[config.mk]
export PLATFORM = sky130hd
export DESIGN_NAME = scu_regbank
export DESIGN_NICKNAME = d
export VERILOG_FILES = /design/src/rtl/scu_bank_pkg.sv /design/src/rtl/scu_lane_mask.sv /design/src/rtl/scu_pwr_word.sv /design/src/rtl/scu_read_port.sv /design/src/rtl/scu_regbank.sv
export SDC_FILE = /design/constraint.sdc
export NUM_CORES = 1
export LEC_CHECK = 0
export CELL_PAD_IN_SITES_DETAIL_PLACEMENT = 1
export CELL_PAD_IN_SITES_GLOBAL_PLACEMENT = 1
export CORE_MARGIN = 3
export CORE_UTILIZATION = 47
export DETAILED_ROUTE_END_ITERATION = 8
export DONT_BUFFER_PORTS = 1
export PLACE_DENSITY_LB_ADDON = 0.2
export REMOVE_ABC_BUFFERS = 1
export SYNTH_ARGS = -nofsm -noshare
export SYNTH_HDL_FRONTEND = slang
export SYNTH_SLANG_ARGS = --single-unit
[constraint.sdc]
create_clock -name clk -period 6.3 [get_ports clk]
set_input_delay 0.315 -clock clk [delete_from_list [all_inputs] [get_ports clk]]
set_output_delay 0.315 -clock clk [all_outputs]
set_load 0.01 [all_outputs]
[src/rtl/scu_bank_pkg.sv]
package scu_bank_pkg;

  localparam int DATA_W = 32;
  localparam int ADDR_W = 8;
  localparam int SIZE_W = 3;
  localparam int NBYTES = DATA_W / 8;
  localparam int LANE_W = $clog2(NBYTES);

  // decoded byte offsets whose behaviour depends on position
  localparam logic [ADDR_W-1:0] OFS_CTRL = 8'h00;
  localparam logic [ADDR_W-1:0] OFS_CFG  = 8'h04;
  localparam logic [ADDR_W-1:0] OFS_PWR  = 8'h08;

  typedef enum logic [1:0] {
    SEL_NONE,
    SEL_CTRL,
    SEL_CFG,
    SEL_PWR
  } reg_sel_e;

  function automatic logic size_ok(input logic [SIZE_W-1:0] sz);
    return (sz == 3'd1) || (sz == 3'd2) || (sz == 3'd4);
  endfunction

  function automatic reg_sel_e decode(input logic [ADDR_W-1:0] a);
    if (a == OFS_CTRL)                          return SEL_CTRL;
    if (a == OFS_CFG)                           return SEL_CFG;
    if (a[ADDR_W-1:LANE_W] == OFS_PWR[ADDR_W-1:LANE_W]) return SEL_PWR;
    return SEL_NONE;
  endfunction

endpackage

[src/rtl/scu_lane_mask.sv]
module scu_lane_mask
  import scu_bank_pkg::*;
#(
  parameter int NB = NBYTES
) (
  input  logic [SIZE_W-1:0]       size,
  input  logic [$clog2(NB)-1:0]   lane,
  output logic                    valid,
  output logic [8*NB-1:0]         mask
);

  logic [SIZE_W-1:0] nbytes;

  assign valid  = size_ok(size);
  assign nbytes = valid ? size : '0;

  // each byte lane is enabled when it lies in [lane, lane+nbytes); lanes past
  // the top of the word simply do not exist, so overflow drops naturally
  for (genvar b = 0; b < NB; b++) begin : g_lane
    logic hit;
    assign hit = (int'(lane) <= b) && ((b - int'(lane)) < int'(nbytes));
    assign mask[8*b +: 8] = {8{hit}};
  end

endmodule

[src/rtl/scu_pwr_word.sv]
module scu_pwr_word
  import scu_bank_pkg::*;
#(
  parameter int DW = DATA_W
) (
  input  logic                      clk,
  input  logic                      rst,
  input  logic                      we,
  input  logic [$clog2(DW/8)-1:0]   lane,
  input  logic [SIZE_W-1:0]         size,
  input  logic [DW-1:0]             wdata,
  output logic [DW-1:0]             word
);

  localparam int NB  = DW / 8;
  localparam int LW  = $clog2(NB);

  logic          valid;
  logic [DW-1:0] mask;
  logic [DW-1:0] shifted;
  logic [DW-1:0] word_q;

  scu_lane_mask #(.NB(NB)) u_mask (
    .size  (size),
    .lane  (lane),
    .valid (valid),
    .mask  (mask)
  );

  assign shifted = wdata << {lane, 3'b000};

  always_ff @(posedge clk) begin
    if (rst) begin
      word_q <= '0;
    end else if (we && valid) begin
      word_q <= (word_q & ~mask) | (shifted & mask);
    end
  end

  assign word = word_q;

  // bytes outside the addressed window must survive a write
  AST_PWR_KEEP_UNMASKED: assert property (@(posedge clk) disable iff (rst)
    (we && valid) |=> ((word_q & ~$past(mask)) == ($past(word_q) & ~$past(mask))));

  // bytes inside the window take the shifted write data
  AST_PWR_TAKE_MASKED: assert property (@(posedge clk) disable iff (rst)
    (we && valid) |=> ((word_q & $past(mask)) == ($past(wdata << {lane, 3'b000}) & $past(mask))));

  // an illegal size leaves the word untouched
  AST_PWR_BAD_SIZE: assert property (@(posedge clk) disable iff (rst)
    (we && !size_ok(size)) |=> $stable(word_q));

  // a size-1 write can never touch more than one byte
  AST_PWR_ONE_BYTE: assert property (@(posedge clk) disable iff (rst)
    (we && size == 3'd1) |=> ($countones($past(word_q) ^ word_q) <= 8));

  logic unused_lw;
  assign unused_lw = (LW > 0);

endmodule

[src/rtl/scu_read_port.sv]
module scu_read_port
  import scu_bank_pkg::*;
#(
  parameter int NUM_CPU = 2,
  parameter int DW      = DATA_W
) (
  input  logic              clk,
  input  logic              rst,
  input  logic              rd_en,
  input  logic [ADDR_W-1:0] addr,
  input  logic              ctrl_bit,
  input  logic [DW-1:0]     pwr_word,
  output logic [DW-1:0]     rdata
);

  localparam int CNT_W = 4;
  localparam logic [DW-1:0] PRESENT = DW'(((1 << NUM_CPU) - 1) << 4);
  localparam logic [DW-1:0] CFG_VAL = PRESENT | DW'(NUM_CPU - 1);

  reg_sel_e      sel;
  logic [DW-1:0] rd_next;
  logic [DW-1:0] rdata_q;

  assign sel = decode(addr);

  always_comb begin
    unique case (sel)
      SEL_CTRL: rd_next = {{(DW-1){1'b0}}, ctrl_bit};
      SEL_CFG:  rd_next = CFG_VAL;
      SEL_PWR:  rd_next = pwr_word >> {addr[LANE_W-1:0], 3'b000};
      default:  rd_next = '0;
    endcase
  end

  always_ff @(posedge clk) begin
    if (rst)        rdata_q <= '0;
    else if (rd_en) rdata_q <= rd_next;
  end

  assign rdata = rdata_q;

  AST_RD_HOLD: assert property (@(posedge clk) disable iff (rst)
    !rd_en |=> $stable(rdata_q));

  AST_CFG_VALUE: assert property (@(posedge clk) disable iff (rst)
    (rd_en && addr == OFS_CFG) |=> (rdata_q[3:0] == CNT_W'(NUM_CPU - 1)));

  AST_CTRL_ONE_BIT: assert property (@(posedge clk) disable iff (rst)
    (rd_en && addr == OFS_CTRL) |=> (rdata_q[DW-1:1] == '0));

  AST_UNMAPPED_ZERO: assert property (@(posedge clk) disable iff (rst)
    (rd_en && decode(addr) == SEL_NONE) |=> (rdata_q == '0));

  AST_PWR_TOP_FILL: assert property (@(posedge clk) disable iff (rst)
    (rd_en && addr == 8'h0B) |=> (rdata_q[DW-1:8] == '0));

endmodule

[src/rtl/scu_regbank.sv]
module scu_regbank
  import scu_bank_pkg::*;
#(
  parameter int NUM_CPU = 2
) (
  input  logic              clk,
  input  logic              rst,
  input  logic [7:0]        addr,
  input  logic              wr_en,
  input  logic              rd_en,
  input  logic [2:0]        size,
  input  logic [31:0]       wdata,
  output logic [31:0]       rdata
);

  reg_sel_e    wsel;
  logic        wr_ok;
  logic        ctrl_q;
  logic        pwr_we;
  logic [31:0] pwr_word;

  assign wsel   = decode(addr);
  assign wr_ok  = wr_en && size_ok(size);
  assign pwr_we = wr_en && (wsel == SEL_PWR);

  always_ff @(posedge clk) begin
    if (rst)                              ctrl_q <= 1'b0;
    else if (wr_ok && wsel == SEL_CTRL)   ctrl_q <= wdata[0];
  end

  scu_pwr_word #(.DW(DATA_W)) u_pwr (
    .clk   (clk),
    .rst   (rst),
    .we    (pwr_we),
    .lane  (addr[LANE_W-1:0]),
    .size  (size),
    .wdata (wdata),
    .word  (pwr_word)
  );

  scu_read_port #(.NUM_CPU(NUM_CPU), .DW(DATA_W)) u_rd (
    .clk      (clk),
    .rst      (rst),
    .rd_en    (rd_en),
    .addr     (addr),
    .ctrl_bit (ctrl_q),
    .pwr_word (pwr_word),
    .rdata    (rdata)
  );

  AST_CTRL_BAD_SIZE: assert property (@(posedge clk) disable iff (rst)
    (wr_en && !size_ok(size)) |=> $stable(ctrl_q));

  AST_CTRL_OTHER_ADDR: assert property (@(posedge clk) disable iff (rst)
    (wr_en && addr != OFS_CTRL) |=> $stable(ctrl_q));

  AST_PWR_OTHER_ADDR: assert property (@(posedge clk) disable iff (rst)
    (wr_en && decode(addr) != SEL_PWR) |=> $stable(pwr_word));

  AST_CTRL_WRITE: assert property (@(posedge clk) disable iff (rst)
    (wr_ok && addr == OFS_CTRL) |=> (ctrl_q == $past(wdata[0])));

endmodule

==> results_dict.tcl <==
set metrics [dict create \
    status "finished clean" \
    yosysSeqAreaShare 0.365 \
    wl_per_cell_um 21.2 \
    syn_inst 405 \
    finalMaxSlewViolations 0 \
    synth_top_cell_area_share 0.365 \
    finalHoldViolations 0 \
    instances_no_fill 487 \
    leakage_nw 1.38 \
    fill_cells 887 \
    synthFlopType "dfxtp_1" \
    crit_fanout 34 \
    peakVddDrop_mv 0.104 \
    grt_pass1_wl_um 17100 \
    critPathArrivalTime_ns 3.15 \
    final_layout_size_suffix_gt1_frac 0.103 \
    yosysTopAreaCell "dfxtp_1" \
    num-nets-final 440 \
    ys.warnings.count 0 \
    worstSetupPathType "in -> reg" \
    clk_path_buf_depth 2 \
    ys_ff_latch 65 \
    drtIter0Drc 181 \
    antenna_cells 0 \
    overflow 0 \
    cts.repair.resized 0 \
    insertion_delay_ns 0.34 \
    stdcell_area_mm2 0.00375 \
    hold-path-cell-count 1 \
    grt_pass1_vias 3143 \
    route.final.wire_length_um 10300 \
    critPathMaxStageDelay_ns 0.63 \
    drv_cap 0 \
    tightestPinTransition_ns 1.26 \
    cpMostUsedCell "ha_1" \
    period_needed_ns 2.94 \
    grt_max_degree 66 \
    gp_congestion 0.881 \
    vias 3042 \
    relSlewSlack 0.159 \
    hp-class "in -> reg" \
    worst-r2r-cell-count 3 \
    period_share 0.467 \
    worstPathCellList "clkinv_1 > ha_1 > inv_1 > ha_1 > a21o_1 > a31oi_1 > ha_1 > and3_1 > a211oi_1" \
    dieWidth_um 93.1 \
    area_delta_synth_final_pct 5.34 \
    cts_tree "built" \
    antenna_found_initial 0 \
    fmax_mhz 340 \
    syn_area_mm2 0.00356 \
    synth.area.top_cells "dfxtp_1 (37%), mux2i_1 (12%), a22oi_1 (5.1%), mux2_2 (5.1%), nor2_1 (5.1%)" \
    die-area_mm2 0.00867 \
    ios 79 \
    startpoint_type "input port" \
    cts_hold_buf 0 \
    avgViaCountPerCell 6.25 \
    cts_buffers 9 \
    post_dp_cell_area_mm2 0.00356 \
    post_cts_buffers 0 \
    dr.pass1.iters 4 \
    synth.avg_cell_area_um2 8.80 \
    die_h_um 93.1 \
    power_density_mw_per_mm2 224 \
    worstPathRequired_ns 6.51 \
    start_util 0.489 \
    rows 31 \
    end_kind "flop" \
    rsz0062_at_grt "no" \
    tns_ns 0 \
    numPlacedInstances 472 \
    ant_nets 0 \
    port_buffers 0 \
    clkTransAtPathRegs_ns 0.07 \
    clockRootBuffer "clkbuf_8" \
    htreeDepth 3 \
    grtUsageTotal 0.249 \
    drc 0 \
    yosysMostFrequentCell "dfxtp_1" \
    synthTopCellsByCount "dfxtp_1 (65), nor2_1 (48), nand2_1 (45)" \
    setup_viol 0 \
    core-area_mm2 0.00729 \
    synth-edff-count 0 \
    synth_cell_types 46 \
    hpwl_um 7240 \
    async_reset_ff_frac 0 \
    fin_skew_ns 0.00584 \
    clock_sinks 65 \
    slowest_stage "clkinv_1" \
]
## logic make-up after synthesis
family                     synth area share
and+or+nand+nor                       0.156
AOI/OAI and AO/OA                     0.227
DFF                                   0.365
muxes                                 0.166
buffers and inverters                0.0519
adders and majority gates            0.0316
xor gates and xnor gates            0.00246
## worst max-delay path: cells and delay by family
| kind | cells | cell delay, ns |
|---|---|---|
| and+or+nand+nor | 1 | 0.39 |
| adders and majority gates | 3 | 1.26 |
| buffers and inverters | 2 | 0.69 |
| AOI/OAI and AO/OA | 3 | 0.48 |
## path summary, 6_finish.rpt
| kind | from | endpoint | slack, ns |
|---|---|---|---|
| setup / recovery | addr[1] | flop | 3.36 |
| hold / removal | rst | u_rd.rdata[2] | 0.04 |
| setup reg to reg | flop | u_rd.rdata[5] | 5.19 |
| hold reg to reg | ctrl_q | ctrl_q | 0.46 |
## placed cells by master (no fill, tap or decap), drive strengths merged, types with 8 or more instances in the layout
cell type	n
a211oi	19
a21oi	14
a22oi	24
a31oi	9
clkbuf	12
dfxtp	65
ha	9
mux2	16
mux2i	41
nand2	45
nor2	48
nor2b	9
o211ai	8
o2bb2ai	8
o311ai	8
o41ai	8
## where the power goes
group          total, mW  switching, mW  leakage [nW]  internal [mW]
clock network      0.358          0.157         0.102          0.201
registers          0.413        0.00132         0.524          0.412
logic             0.0683         0.0404         0.750         0.0279
total              0.840          0.199          1.38          0.641
## metal layers
layer  track usage  up-vias  part of all wire
met4        0.0598        0            0.0088
met2         0.381       97              0.45
li1              -     1449                 -
met1         0.358     1488              0.48
met5             0        -                 0
met3        0.0539        8             0.064
## through the flow
step / total power, mW / utilization / setup slack, ns / hold WS (ns)
after floorplan: 0.473 / - / 3.73 / 0.384
after global placement: 0.488 / 0.488 / 3.24 / 0.391
after detailed placement: 0.490 / 0.488 / 3.04 / 0.391
after CTS: 0.845 / 0.515 / 3.37 / 0.0323
after global routing: 0.871 / 0.515 / 3.12 / 0.0320
final: 0.840 / 0.515 / 3.36 / 0.0434
## final cells by class
cell class,instances,area [um2],share of cell area
clock buffer,12,155,0.0413
sequential,65,1300,0.347
inverter,7,26.3,0.00700
clock inverter,3,40.0,0.0107
timing repair buffer,4,30.0,0.00800
multi-input combinational,297,2080,0.553
tap,99,124,0.0330
No activity file was read; power rests on OpenSTA's default activity.
